==> config.mk <==
export PLATFORM = sky130hd
export DESIGN_NAME = dispHostRegs
export DESIGN_NICKNAME = d
export VERILOG_FILES = /design/src/rtl/dispHostPkg.sv /design/src/rtl/dispHostSync.sv /design/src/rtl/dispHostCtrl.sv /design/src/rtl/dispHostStore.sv /design/src/rtl/dispHostRegs.sv
export SDC_FILE = /design/constraint.sdc
export NUM_CORES = 1
export LEC_CHECK = 0
export ABC_AREA = 1
export BUFFER_PORTS_ARGS = -buffer_cell sky130_fd_sc_hd__clkbuf_2
export CAP_MARGIN = 10
export CORE_UTILIZATION = 40
export CTS_BUF_LIST = sky130_fd_sc_hd__clkbuf_16
export CTS_CLUSTER_DIAMETER = 80
export DETAILED_ROUTE_END_ITERATION = 8
export RECOVER_POWER = 50
export SYNTH_ARGS = -nofsm -noshare
export SYNTH_HDL_FRONTEND = slang
export SYNTH_SLANG_ARGS = --single-unit
==> constraint.sdc <==
create_clock -name clk -period 2.44 [get_ports clk]
set_input_delay 0.366 -clock clk [delete_from_list [all_inputs] [get_ports clk]]
set_output_delay 0.366 -clock clk [all_outputs]
set_load 0.01 [all_outputs]
==> src/rtl/dispHostPkg.sv <==
package dispHostPkg;
  localparam int DISP_DIGITS = 8;
  localparam int DISP_IDX_W  = $clog2(DISP_DIGITS);
  localparam int DISP_ADDR_W = DISP_IDX_W + 1;
  localparam int DISP_DATA_W = 8;
  localparam logic [DISP_DATA_W-1:0] SPACE_CODE = 8'h20;
  localparam int CLEAR_BIT = DISP_DATA_W - 1;

  // host bus sample, one per synchroniser stage
  typedef struct packed {
    logic                   wrN;
    logic                   ceN;
    logic                   flN;
    logic [DISP_ADDR_W-1:0] addr;
    logic [DISP_DATA_W-1:0] data;
  } hostBus_t;

  // strobes from control to datapath
  typedef struct packed {
    logic                   charWe;
    logic                   flashWe;
    logic                   ctrlWe;
    logic                   clearAll;
    logic [DISP_IDX_W-1:0]  idx;
    logic [DISP_DATA_W-1:0] data;
  } regCmd_t;
endpackage

==> src/rtl/dispHostSync.sv <==
module dispHostSync
  import dispHostPkg::*;
#(
  parameter int SYNC_STAGES = 2
) (
  input  logic     clk,
  input  logic     rstN,
  input  hostBus_t busIn,
  output logic     wrEvent,
  output hostBus_t busOut
);
  localparam hostBus_t IDLE_BUS = '{wrN: 1'b1, ceN: 1'b1, flN: 1'b1, addr: '0, data: '0};

  hostBus_t stg [SYNC_STAGES+1];

  always_ff @(posedge clk or negedge rstN) begin
    if (!rstN) begin
      for (int s = 0; s <= SYNC_STAGES; s++) stg[s] <= IDLE_BUS;
    end else begin
      stg[0] <= busIn;
      for (int s = 1; s <= SYNC_STAGES; s++) stg[s] <= stg[s-1];
    end
  end

  // rising strobe edge; the oldest stage holds the last low sample
  assign wrEvent = stg[SYNC_STAGES-1].wrN && !stg[SYNC_STAGES].wrN
                   && !stg[SYNC_STAGES].ceN;
  assign busOut  = stg[SYNC_STAGES];

  // one strobe release gives exactly one event
  p_single_event_r6: assert property (@(posedge clk) disable iff (!rstN)
    wrEvent |=> !wrEvent);
endmodule

==> src/rtl/dispHostCtrl.sv <==
module dispHostCtrl
  import dispHostPkg::*;
#(
  parameter int CLEAR_CYCLES = 750000
) (
  input  logic     clk,
  input  logic     rstN,
  input  logic     wrEvent,
  input  hostBus_t bus,
  output regCmd_t  cmd,
  output logic     clearBusy
);
  localparam int CNT_W = $clog2(CLEAR_CYCLES + 1);

  logic [CNT_W-1:0] clrCnt;
  logic isFlash, isChar, isCtrl;

  always_comb begin
    isFlash = !bus.flN;
    isChar  = bus.flN && bus.addr[DISP_ADDR_W-1];
    isCtrl  = bus.flN && !bus.addr[DISP_ADDR_W-1];
    cmd          = '0;
    cmd.idx      = bus.addr[DISP_IDX_W-1:0];
    cmd.data     = bus.data;
    cmd.charWe   = wrEvent && isChar  && !clearBusy;
    cmd.flashWe  = wrEvent && isFlash && !clearBusy;
    cmd.ctrlWe   = wrEvent && isCtrl;
    cmd.clearAll = wrEvent && isCtrl && bus.data[CLEAR_BIT];
  end

  always_ff @(posedge clk or negedge rstN) begin
    if (!rstN) begin
      clearBusy <= 1'b0;
      clrCnt    <= '0;
    end else if (cmd.clearAll) begin
      clearBusy <= 1'b1;
      clrCnt    <= CNT_W'(CLEAR_CYCLES - 1);
    end else if (cmd.ctrlWe) begin
      clearBusy <= 1'b0;
      clrCnt    <= '0;
    end else if (clearBusy) begin
      if (clrCnt == '0) clearBusy <= 1'b0;
      else              clrCnt    <= clrCnt - 1'b1;
    end
  end

  // no character or flash strobe while a clear runs
  p_busy_blocks_r9: assert property (@(posedge clk) disable iff (!rstN)
    clearBusy |-> !cmd.charWe && !cmd.flashWe);
  // a clear request makes the block busy
  p_clear_start_r8: assert property (@(posedge clk) disable iff (!rstN)
    cmd.clearAll |=> clearBusy);
  // timer stays inside its window
  p_cnt_bound_r8: assert property (@(posedge clk) disable iff (!rstN)
    clrCnt < CNT_W'(CLEAR_CYCLES));
  // a control word without clear ends the busy period
  p_early_end_r10: assert property (@(posedge clk) disable iff (!rstN)
    (cmd.ctrlWe && !cmd.data[CLEAR_BIT]) |=> !clearBusy);
  // at most one store strobe per cycle
  p_one_store_r4: assert property (@(posedge clk) disable iff (!rstN)
    $onehot0({cmd.charWe, cmd.flashWe, cmd.ctrlWe}));
endmodule

==> src/rtl/dispHostStore.sv <==
module dispHostStore
  import dispHostPkg::*;
(
  input  logic                               clk,
  input  logic                               rstN,
  input  regCmd_t                            cmd,
  output logic [DISP_DIGITS*DISP_DATA_W-1:0] charFlat,
  output logic [DISP_DIGITS-1:0]             flashBits,
  output logic [DISP_DATA_W-1:0]             ctrlWord
);
  logic [DISP_DATA_W-1:0] charMem [DISP_DIGITS];
  logic [DISP_DIGITS-1:0] flashMem;
  logic [DISP_DATA_W-1:0] ctrlReg;

  always_ff @(posedge clk or negedge rstN) begin
    if (!rstN) begin
      for (int d = 0; d < DISP_DIGITS; d++) charMem[d] <= SPACE_CODE;
      flashMem <= '0;
      ctrlReg  <= '0;
    end else begin
      if (cmd.clearAll) begin
        for (int d = 0; d < DISP_DIGITS; d++) charMem[d] <= SPACE_CODE;
        flashMem <= '0;
      end else begin
        if (cmd.charWe)  charMem[cmd.idx]  <= cmd.data;
        if (cmd.flashWe) flashMem[cmd.idx] <= cmd.data[0];
      end
      if (cmd.ctrlWe) ctrlReg <= cmd.data;
    end
  end

  genvar g;
  generate
    for (g = 0; g < DISP_DIGITS; g++) begin : g_flat
      assign charFlat[g*DISP_DATA_W +: DISP_DATA_W] = charMem[g];
    end
  endgenerate
  assign flashBits = flashMem;
  assign ctrlWord  = ctrlReg;

  // clear leaves spaces and zero flash bits
  p_clear_fill_r7: assert property (@(posedge clk) disable iff (!rstN)
    cmd.clearAll |=> (charFlat == {DISP_DIGITS{SPACE_CODE}}) && (flashBits == '0));
  // control word only changes on a control write
  p_ctrl_hold_r4: assert property (@(posedge clk) disable iff (!rstN)
    !cmd.ctrlWe |=> $stable(ctrlWord));
  // flash write leaves character memory alone
  p_char_intact_r5: assert property (@(posedge clk) disable iff (!rstN)
    cmd.flashWe |=> $stable(charFlat));
endmodule

==> src/rtl/dispHostRegs.sv <==
module dispHostRegs
  import dispHostPkg::*;
#(
  parameter int CLEAR_CYCLES = 750000,
  parameter int SYNC_STAGES  = 2
) (
  input  logic        clk,
  input  logic        rstN,
  input  logic        hostCeN,
  input  logic        hostWrN,
  input  logic        hostFlN,
  input  logic [3:0]  hostAddr,
  input  logic [7:0]  hostData,
  output logic [63:0] charFlat,
  output logic [7:0]  flashBits,
  output logic [7:0]  ctrlWord,
  output logic        clearBusy
);
  hostBus_t busIn, busSync;
  logic     wrEvent;
  regCmd_t  cmd;

  assign busIn = '{wrN: hostWrN, ceN: hostCeN, flN: hostFlN,
                   addr: hostAddr, data: hostData};

  dispHostSync #(.SYNC_STAGES(SYNC_STAGES)) sync_i (
    .clk(clk), .rstN(rstN), .busIn(busIn), .wrEvent(wrEvent), .busOut(busSync));

  dispHostCtrl #(.CLEAR_CYCLES(CLEAR_CYCLES)) ctrl_i (
    .clk(clk), .rstN(rstN), .wrEvent(wrEvent), .bus(busSync),
    .cmd(cmd), .clearBusy(clearBusy));

  dispHostStore store_i (
    .clk(clk), .rstN(rstN), .cmd(cmd),
    .charFlat(charFlat), .flashBits(flashBits), .ctrlWord(ctrlWord));
endmodule

==> out/results.ini, run 1 <==
[clocking]
cts_buffers = 17
insertion_delay_ps = 420
clk_path_buf_depth = 2
cts.clk_slew.worst_paths_ps = 60
cts_tree = built
cts-root-buf = clkbuf_16
cts_hold_buf = 1
cts_setup_buffers = 0
cts_repair_resize_count = 0
cts_max_level = 4
clkSinkCount = 146

[worst_setup_path]
cp.required_ps = 2770
endpoint = store_i.charFlat[12]$_DFFE_PN0P_
worstReg2RegEnd = store_i.charFlat[12]$_DFFE_PN0P_
reg2reg_setup_slack_ps = 360
critPathKind = reg2reg
critPathLaunchType = flip-flop
rr_worst_depth = 9
worst_setup_path_end_kind = flip-flop
path_max_fanout = 11
critPathLaunch = sync_i.busOut[14]$_DFF_PN1_
r2r_start = sync_i.busOut[14]$_DFF_PN1_
crit_arrival_ps = 2410

[pwr]
cell_internal_pwr_uw = 4840
switching_share_pct = 29.8
p_sw_uw = 2050
finalPower_uw = 6890
ir_drop_mv = 0.538
comb_power_share_pct = 18.1
power.density_nw_per_um2 = 980
clockPowerShare_pct = 37.6
share_seq_of_total_power_pct = 44.3
p_leak_uw = 0.00343

[die]
rows = 43
pin_count = 98
initial_utilization_pct = 41.0
die-height_um = 121
core-area_um2 = 13900
dieArea_um2 = 14700
die_x_um = 121

[global_route]
grt_max_degree = 58
grt_pass1_vias = 4141
grt_use_total_pct = 19.3
antenna_found_initial = 0
grt.overflow.total = 0
grt_pass1_wl_um = 21400

[layout]
final_cell_mix = dfrtp_1 (129), nand2_1 (118), clkbuf_2 (97)
drive_gt1_share_pct = 26.4
antenna_cells = 0
synthToLayoutAreaGrowth_pct = 23.6
nNetsFinal = 691
fin_area_um2 = 7030
final_common_cell = dfrtp_1

[placement]
dp_hpwl_um = 9400
place.port_buffers = 97
gp_congestion = 0.843
post_dp_cell_area_um2 = 6430

[synthesis]
synth_cells = 557
synth_area_um2 = 5690
synthesis.nets = 576
ys_seq_elements = 146
ys_seq_area_share_pct = 64.6
yosysUniqueCellTypes = 34
avgSynthCellArea_um2 = 10.2
synth_warnings = 0

[drt]
initialDrtViolationCount = 327
wl_met1_um = 6110
viasPerCell = 5.02
drtAntennaViolNets = 0
wl_met2_um = 6120
wl_per_cell_um = 15.3
top_layer = met4
first_pass_iters = 5
wl_um = 13200
vias = 4344
route.met3.wl_um = 843
drc = 0

[timing]
setup_viol = 0
post-route-min-period_ps = 2080
fin_crit_sh_pct = 85.2
fin_skew_ps = 8.03
finalSetupTns_ps = 0
hold-worst-slack_ps = 31.9
slew_violations = 0
worst_pin_slew_ps = 1430
rsz0062_at_grt = false
hold_viol_final = 0
fmaxAchievable_mhz = 481
slew_headroom_pct = 4.50

[run_status]
outcome = finished, final reports clean

[worst_hold_path]
worst_hold_path_type = in2reg

[job]
maxCapViolCount = 0

## cell type report
class                   count  area, um2
fillers                  1304       6850
flip-flops and latches    146       3670
multi-input cells         355       1760
repair buffers            108        608
clock buffers              17        425
well taps                 180        225
clock inverters            15        169
inverters                  44        165
## through the flow
step | worst slack, ps | std cells | util (%)
after global routing | 194 | 865 | 50.7
after CTS | 346 | 865 | 50.7
final | 362 | 865 | 50.7
after floorplan | 863 | 557 | -
after global placement | 461 | 832 | 46.3
after detailed placement | 399 | 832 | 46.3
## power by group through the flow
stage	clock (uW)	combinational [uW]	sequential (uW)
6_report	2590	1250	3050
5_1_grt	2760	1440	3100
4_1_cts	2650	1260	3050
3_5_place_dp	0	1250	3090
3_3_place_gp	0	1220	3080
2_1_floorplan	0	779	3090
## registers in the layout, indices dropped and copies added (netlist names)
name and flops:
sync_i.stg 30, sync_i.busOut 15, ctrl_i.clrCnt 20, store_i.flashBits 8, store_i.ctrlWord 8, store_i.charFlat 64, ctrl_i.clearBusy 1
## metal layers
layer,track usage [%],up-vias
li1,-,2083
met1,27.2,2102
met2,28.9,144
met3,4.89,15
met4,7.25,0
met5,0,-
## critical path, cell delays in order, from the launching register on
cell and delay, ps:
dfstp_2 510, inv_1 50, nand3b_4 90, inv_1 50, nand2_2 220, nor2_1 90, buf_4 170, a21oi_1 540
nand2_1 120, o21ai_0 120
## synth_stat cells, drive strengths merged
library cell,n,area [um2]
a21o,3,22.5
a21oi,26,145
a31oi,1,6.26
and2,2,12.5
buf,10,77.6
clkbuf,2,7.51
dfrtp,129,3230
dfstp,17,447
ha,2,25.0
inv,44,165
nand2,122,473
nand3,32,190
nand3b,2,31.3
nand4,3,18.8
nor2,50,188
nor3,9,71.3
o211ai,7,52.6
o21ai,81,409
o31ai,8,60.1
or2,1,6.26
xnor2,1,8.76
xor2,5,43.8
## worst min path at each step
stage	start	end	depth (start not counted)
after CTS	hostWrN	sync_i.stg[44]$_DFF_PN1_	1
after floorplan	rstN	ctrl_i.clearBusy$_DFF_PN0_	0
final	hostWrN	sync_i.stg[44]$_DFF_PN1_	1
after detailed placement	sync_i.stg[16]$_DFF_PN0_	sync_i.busOut[1]$_DFF_PN0_	0
after global routing	hostWrN	sync_i.stg[44]$_DFF_PN1_	1
after global placement	sync_i.stg[32]$_DFF_PN0_	sync_i.stg[17]$_DFF_PN0_	0
## cell families after synthesis
logic type	Yosys count	share of synthesized area [%]
fa+ha+maj	2	0.440
xor+xnor	6	0.924
simple gates	221	17.4
buf+inv	56	4.40
compound gates	126	12.2
flops	146	64.6
Note: power is estimated with default switching activity, not from simulation.
==> run 2: changes to the inputs <==
--- a/config.mk
+++ b/config.mk
@@ -5,7 +5,6 @@
 export SDC_FILE = /design/constraint.sdc
 export NUM_CORES = 1
 export LEC_CHECK = 0
-export ABC_AREA = 1
 export BUFFER_PORTS_ARGS = -buffer_cell sky130_fd_sc_hd__clkbuf_2
 export CAP_MARGIN = 10
 export CORE_UTILIZATION = 40
==> constraint.sdc (replaced) <==
create_clock -name clk -period 2.45 [get_ports clk]
set_input_delay 0.3675 -clock clk [delete_from_list [all_inputs] [get_ports clk]]
set_output_delay 0.3675 -clock clk [all_outputs]
set_load 0.01 [all_outputs]
==> run 2 against run 1 <==
Total power decreased by 7.0%. Combinational power fell by 39%. Die area decreased by 0.89%. Flip-flop and latch count did not move. Utilization decreased by 0.27 points. Clock skew up 1.2 ps. Synthesized area down 0.90%. Non-clock buffer count increased by 6. Design area fell by 0.93%. Routed wire length is 6.9% lower. The flow now finishes with violations (max-capacitance violations, max-slew violations).
==> out/results.ini, run 2 <==
[worst_setup_path]
path_max_fanout = 5  ; was 11
critPathMaxStageDelay_ps = 570  ; was 540 ps
worstPathCellList = nor4_1 > nand4_1 > nor4b_2 > xnor2_1 > a21oi_1  ; was inv_1 > nand3b_4 > inv_1 > nand2_2 > nor2_1 > buf_4 > a21oi_1 > nand2_1 > o21ai_0
cpMaxStageDelayCell = nor4_1  ; was a21oi_1
crit_arrival_ps = 2370  ; was 2410 ps
crit_buf_inv = 0  ; was 3
crit_family = simple AND/OR/NAND/NOR gates  ; was compound AO/OA/AOI/OAI gates
worst_setup_path_end_kind = flip-flop  ; unchanged
critPathKind = reg2reg  ; unchanged
cp.required_ps = 2740  ; was 2770 ps
critPathLaunchType = flip-flop  ; unchanged

[clocking]
cts_tree = built  ; unchanged
clk_path_buf_depth = 2  ; unchanged
cts.clk_slew.worst_paths_ps = 60  ; about the same
clkSinkCount = 146  ; unchanged
cts-root-buf = clkbuf_16  ; unchanged
cts_max_level = 4  ; unchanged
cts_buffers = 17  ; unchanged
insertion_delay_ps = 420  ; about the same

[layout]
largest_reg_flops = 64  ; unchanged
antenna_cells = 0  ; unchanged
seq_area_um2 = 3670  ; unchanged
multiInputGateArea_um2 = 1830  ; was 1760 um2
fin_area_um2 = 6970  ; was 7030 um2
nFillCells = 1271  ; was 1,304
synthToLayoutAreaGrowth_pct = 23.6  ; about the same
final_cell_mix = nand2_1 (129), dfrtp_1 (129), clkbuf_2 (98)  ; was dfrtp_1 (129), nand2_1 (118), clkbuf_2 (97)
drive_gt1_share_pct = 27.3  ; was 26.4%
nNetsFinal = 647  ; was 691

[synthesis]
ys_seq_area_share_pct = 65.2  ; was 64.6%
synth_area_um2 = 5640  ; was 5690 um2
synth_top_area_cell = dfrtp_1  ; unchanged
yosysUniqueCellTypes = 43  ; was 34
synth_edf_count = 0  ; unchanged
ys_seq_elements = 146  ; unchanged
synth_cells = 528  ; was 557
async_flop_share_pct = 100  ; unchanged
synth_warnings = 0  ; unchanged
synthesis.nets = 547  ; was 576
synth_top_area_share_pct = 57.3  ; was 56.7%
synth_area_leaders = dfrtp_1 (57%), nand2_1 (8.6%), dfstp_2 (7.9%), o21ai_0 (5.4%), nor2_1 (2.7%)  ; was dfrtp_1 (57%), dfstp_2 (7.9%), nand2_1 (7.8%), o21ai_0 (4.7%), nor2_1 (3.3%)
avgSynthCellArea_um2 = 10.7  ; was 10.2 um2
ys.flop_type = dfrtp_1  ; unchanged
netlist_top_cells_count = dfrtp_1 (129), nand2_1 (129), o21ai_0 (61), nor2_1 (41), clkbuf_1 (24)  ; was dfrtp_1 (129), nand2_1 (118), o21ai_0 (53), nor2_1 (50), inv_1 (36)

[drt]
viasPerCell = 4.93  ; was 5.02
wl_per_cell_um = 15.0  ; was 15.3 um
first_pass_iters = 4  ; was 5
vias = 4050  ; was 4,344
initialDrtViolationCount = 243  ; was 327
wl_um = 12300  ; was 13,200 um
drtAntennaViolNets = 0  ; unchanged
drc = 0  ; unchanged

[timing]
worst_pin_slew_ps = 1940  ; was 1430 ps
post-route-min-period_ps = 2080  ; about the same
fmaxAchievable_mhz = 481  ; about the same
finalSetupTns_ps = 0  ; unchanged
fin_skew_ps = 9.26  ; was 8.03 ps
rsz0062_at_grt = false  ; unchanged
hold_viol_final = 0  ; unchanged
slew_headroom_pct = -29.6  ; was 4.50%
fin_crit_sh_pct = 84.8  ; was 85.2%
setup_viol = 0  ; unchanged
slew_violations = 78  ; was 0

[run_status]
violations = max-capacitance violations, max-slew violations
outcome = complete, but fails checks  ; was finished, final reports clean

[global_route]
grt_pass1_vias = 3960  ; was 4,141
antenna_found_initial = 0  ; unchanged
grt_pass1_wl_um = 20100  ; was 21,400 um
grt_max_degree = 79  ; was 58
grt_use_total_pct = 18.2  ; was 19.3%
grt.overflow.total = 0  ; unchanged

[die]
die-height_um = 121  ; about the same
die_x_um = 121  ; about the same
rows = 43  ; unchanged
pin_count = 98  ; unchanged
core-area_um2 = 13800  ; was 13,900 um2
initial_utilization_pct = 40.8  ; was 41.0%
dieArea_um2 = 14600  ; was 14,700 um2

[pwr]
p_leak_uw = 0.00321  ; was 0.00343 uW
power.density_nw_per_um2 = 920  ; was 980 nW/um2
finalPower_uw = 6410  ; was 6890 uW
ir_drop_mv = 0.435  ; was 0.538 mV

[placement]
place.port_buffers = 97  ; unchanged
dp_hpwl_um = 8360  ; was 9400 um
gp_congestion = 0.855  ; was 0.843
post_dp_cell_area_um2 = 6360  ; was 6430 um2

[job]
maxCapViolCount = 1  ; was 0

[worst_hold_path]
worst_hold_path_type = in2reg  ; unchanged

## run 2: cell types whose count changed in the layout (fill, tap and decap cells not counted), moves of 8 or more
cell	before	now
xnor2_1	1	12
nand2_1	118	129
mux2i_1	0	15
nor2_1	50	40
inv_2	8	0
o21ai_1	27	1
o21ai_0	53	61
inv_1	39	2
nand3_1	26	3
## run 2: area by class of cell
class | instances | share of cell area (%)
repair buffers | 114 | 8.89
clock inverters | 15 | 2.64
flip-flops and latches | 146 | 52.7
multi-input cells | 347 | 26.3
inverters | 2 | 0.108
clock buffers | 17 | 6.11
well taps | 180 | 3.23
## run 2: path summary, 6_finish.rpt
kind	cells past startpoint	startpoint	endpoint	slack (ps)
min	1	hostFlN	sync_i.stg[42]$_DFF_PN1_	20
max in group asynchronous	2	rstN	ctrl_i.clrCnt[17]$_DFFE_PN0P_	560
max reg2reg	5	ctrl_i.clrCnt[2]$_DFFE_PN0P_	ctrl_i.clrCnt[19]$_DFFE_PN0P_	370
min in group asynchronous	1	rstN	sync_i.busOut[4]$_DFF_PN0_	500
min reg2reg	0	sync_i.stg[25]$_DFF_PN0_	sync_i.busOut[10]$_DFF_PN0_	340
max	5	ctrl_i.clrCnt[2]$_DFFE_PN0P_	ctrl_i.clrCnt[19]$_DFFE_PN0P_	370
## run 2: power breakdown
group | total, uW | internal (uW) | switching [uW]
clock | 2630 | 1610 | 1020
combinational | 759 | 343 | 416
sequential | 3020 | 2730 | 292
## run 2: stage by stage
step | std cells | worst slack (ps) | hold slack, ps | utilization (%)
after global routing | 821 | 72.8 | 17.7 | 50.4
after detailed placement | 789 | 249 | 335 | 46.0
final | 821 | 372 | 24.9 | 50.4
after global placement | 789 | 301 | 332 | 46.0
after CTS | 821 | 227 | 4.94 | 50.4
after floorplan | 528 | 528 | 71.9 | -
## run 2: worst reg2reg max path: cells and delay by family (launching register included)
kind | cells | cell delay (ps)
simple gates | 3 | 1280
xor+xnor | 1 | 160
flops | 1 | 440
compound gates | 1 | 80
## run 2: cells by family (layout without fill, tap and decap cells)
family / after synthesis / after routing / share of synthesized area, %
AOI/OAI and AO/OA: 94 / 94 / 8.74
xor gates and xnor gates: 14 / 14 / 2.17
buffers and inverters: 35 / 148 / 2.53
adders and majority gates: 2 / 2 / 0.444
DFF: 146 / 146 / 65.2
muxes: 15 / 15 / 2.66
and+or+nand+nor: 222 / 222 / 18.3
## run 2: layer usage
| metal | global-route usage [%] | up-vias | wire length (um) |
|---|---|---|---|
| met5 | 0 | - | 0 |
| li1 | - | 1962 | - |
| met1 | 24.1 | 1982 | 5570 |
| met3 | 4.48 | 13 | 570 |
| met4 | 7.41 | 0 | 150 |
| met2 | 28.7 | 93 | 6020 |
## run 2: timing repair
| item | in CTS | in global routing |
|---|---|---|
| setup buffers | 0 | 0 |
| setup endpoints to repair | 0 | 4 |
| resized for setup | 0 | 2 |
| hold buffers | 0 | 0 |
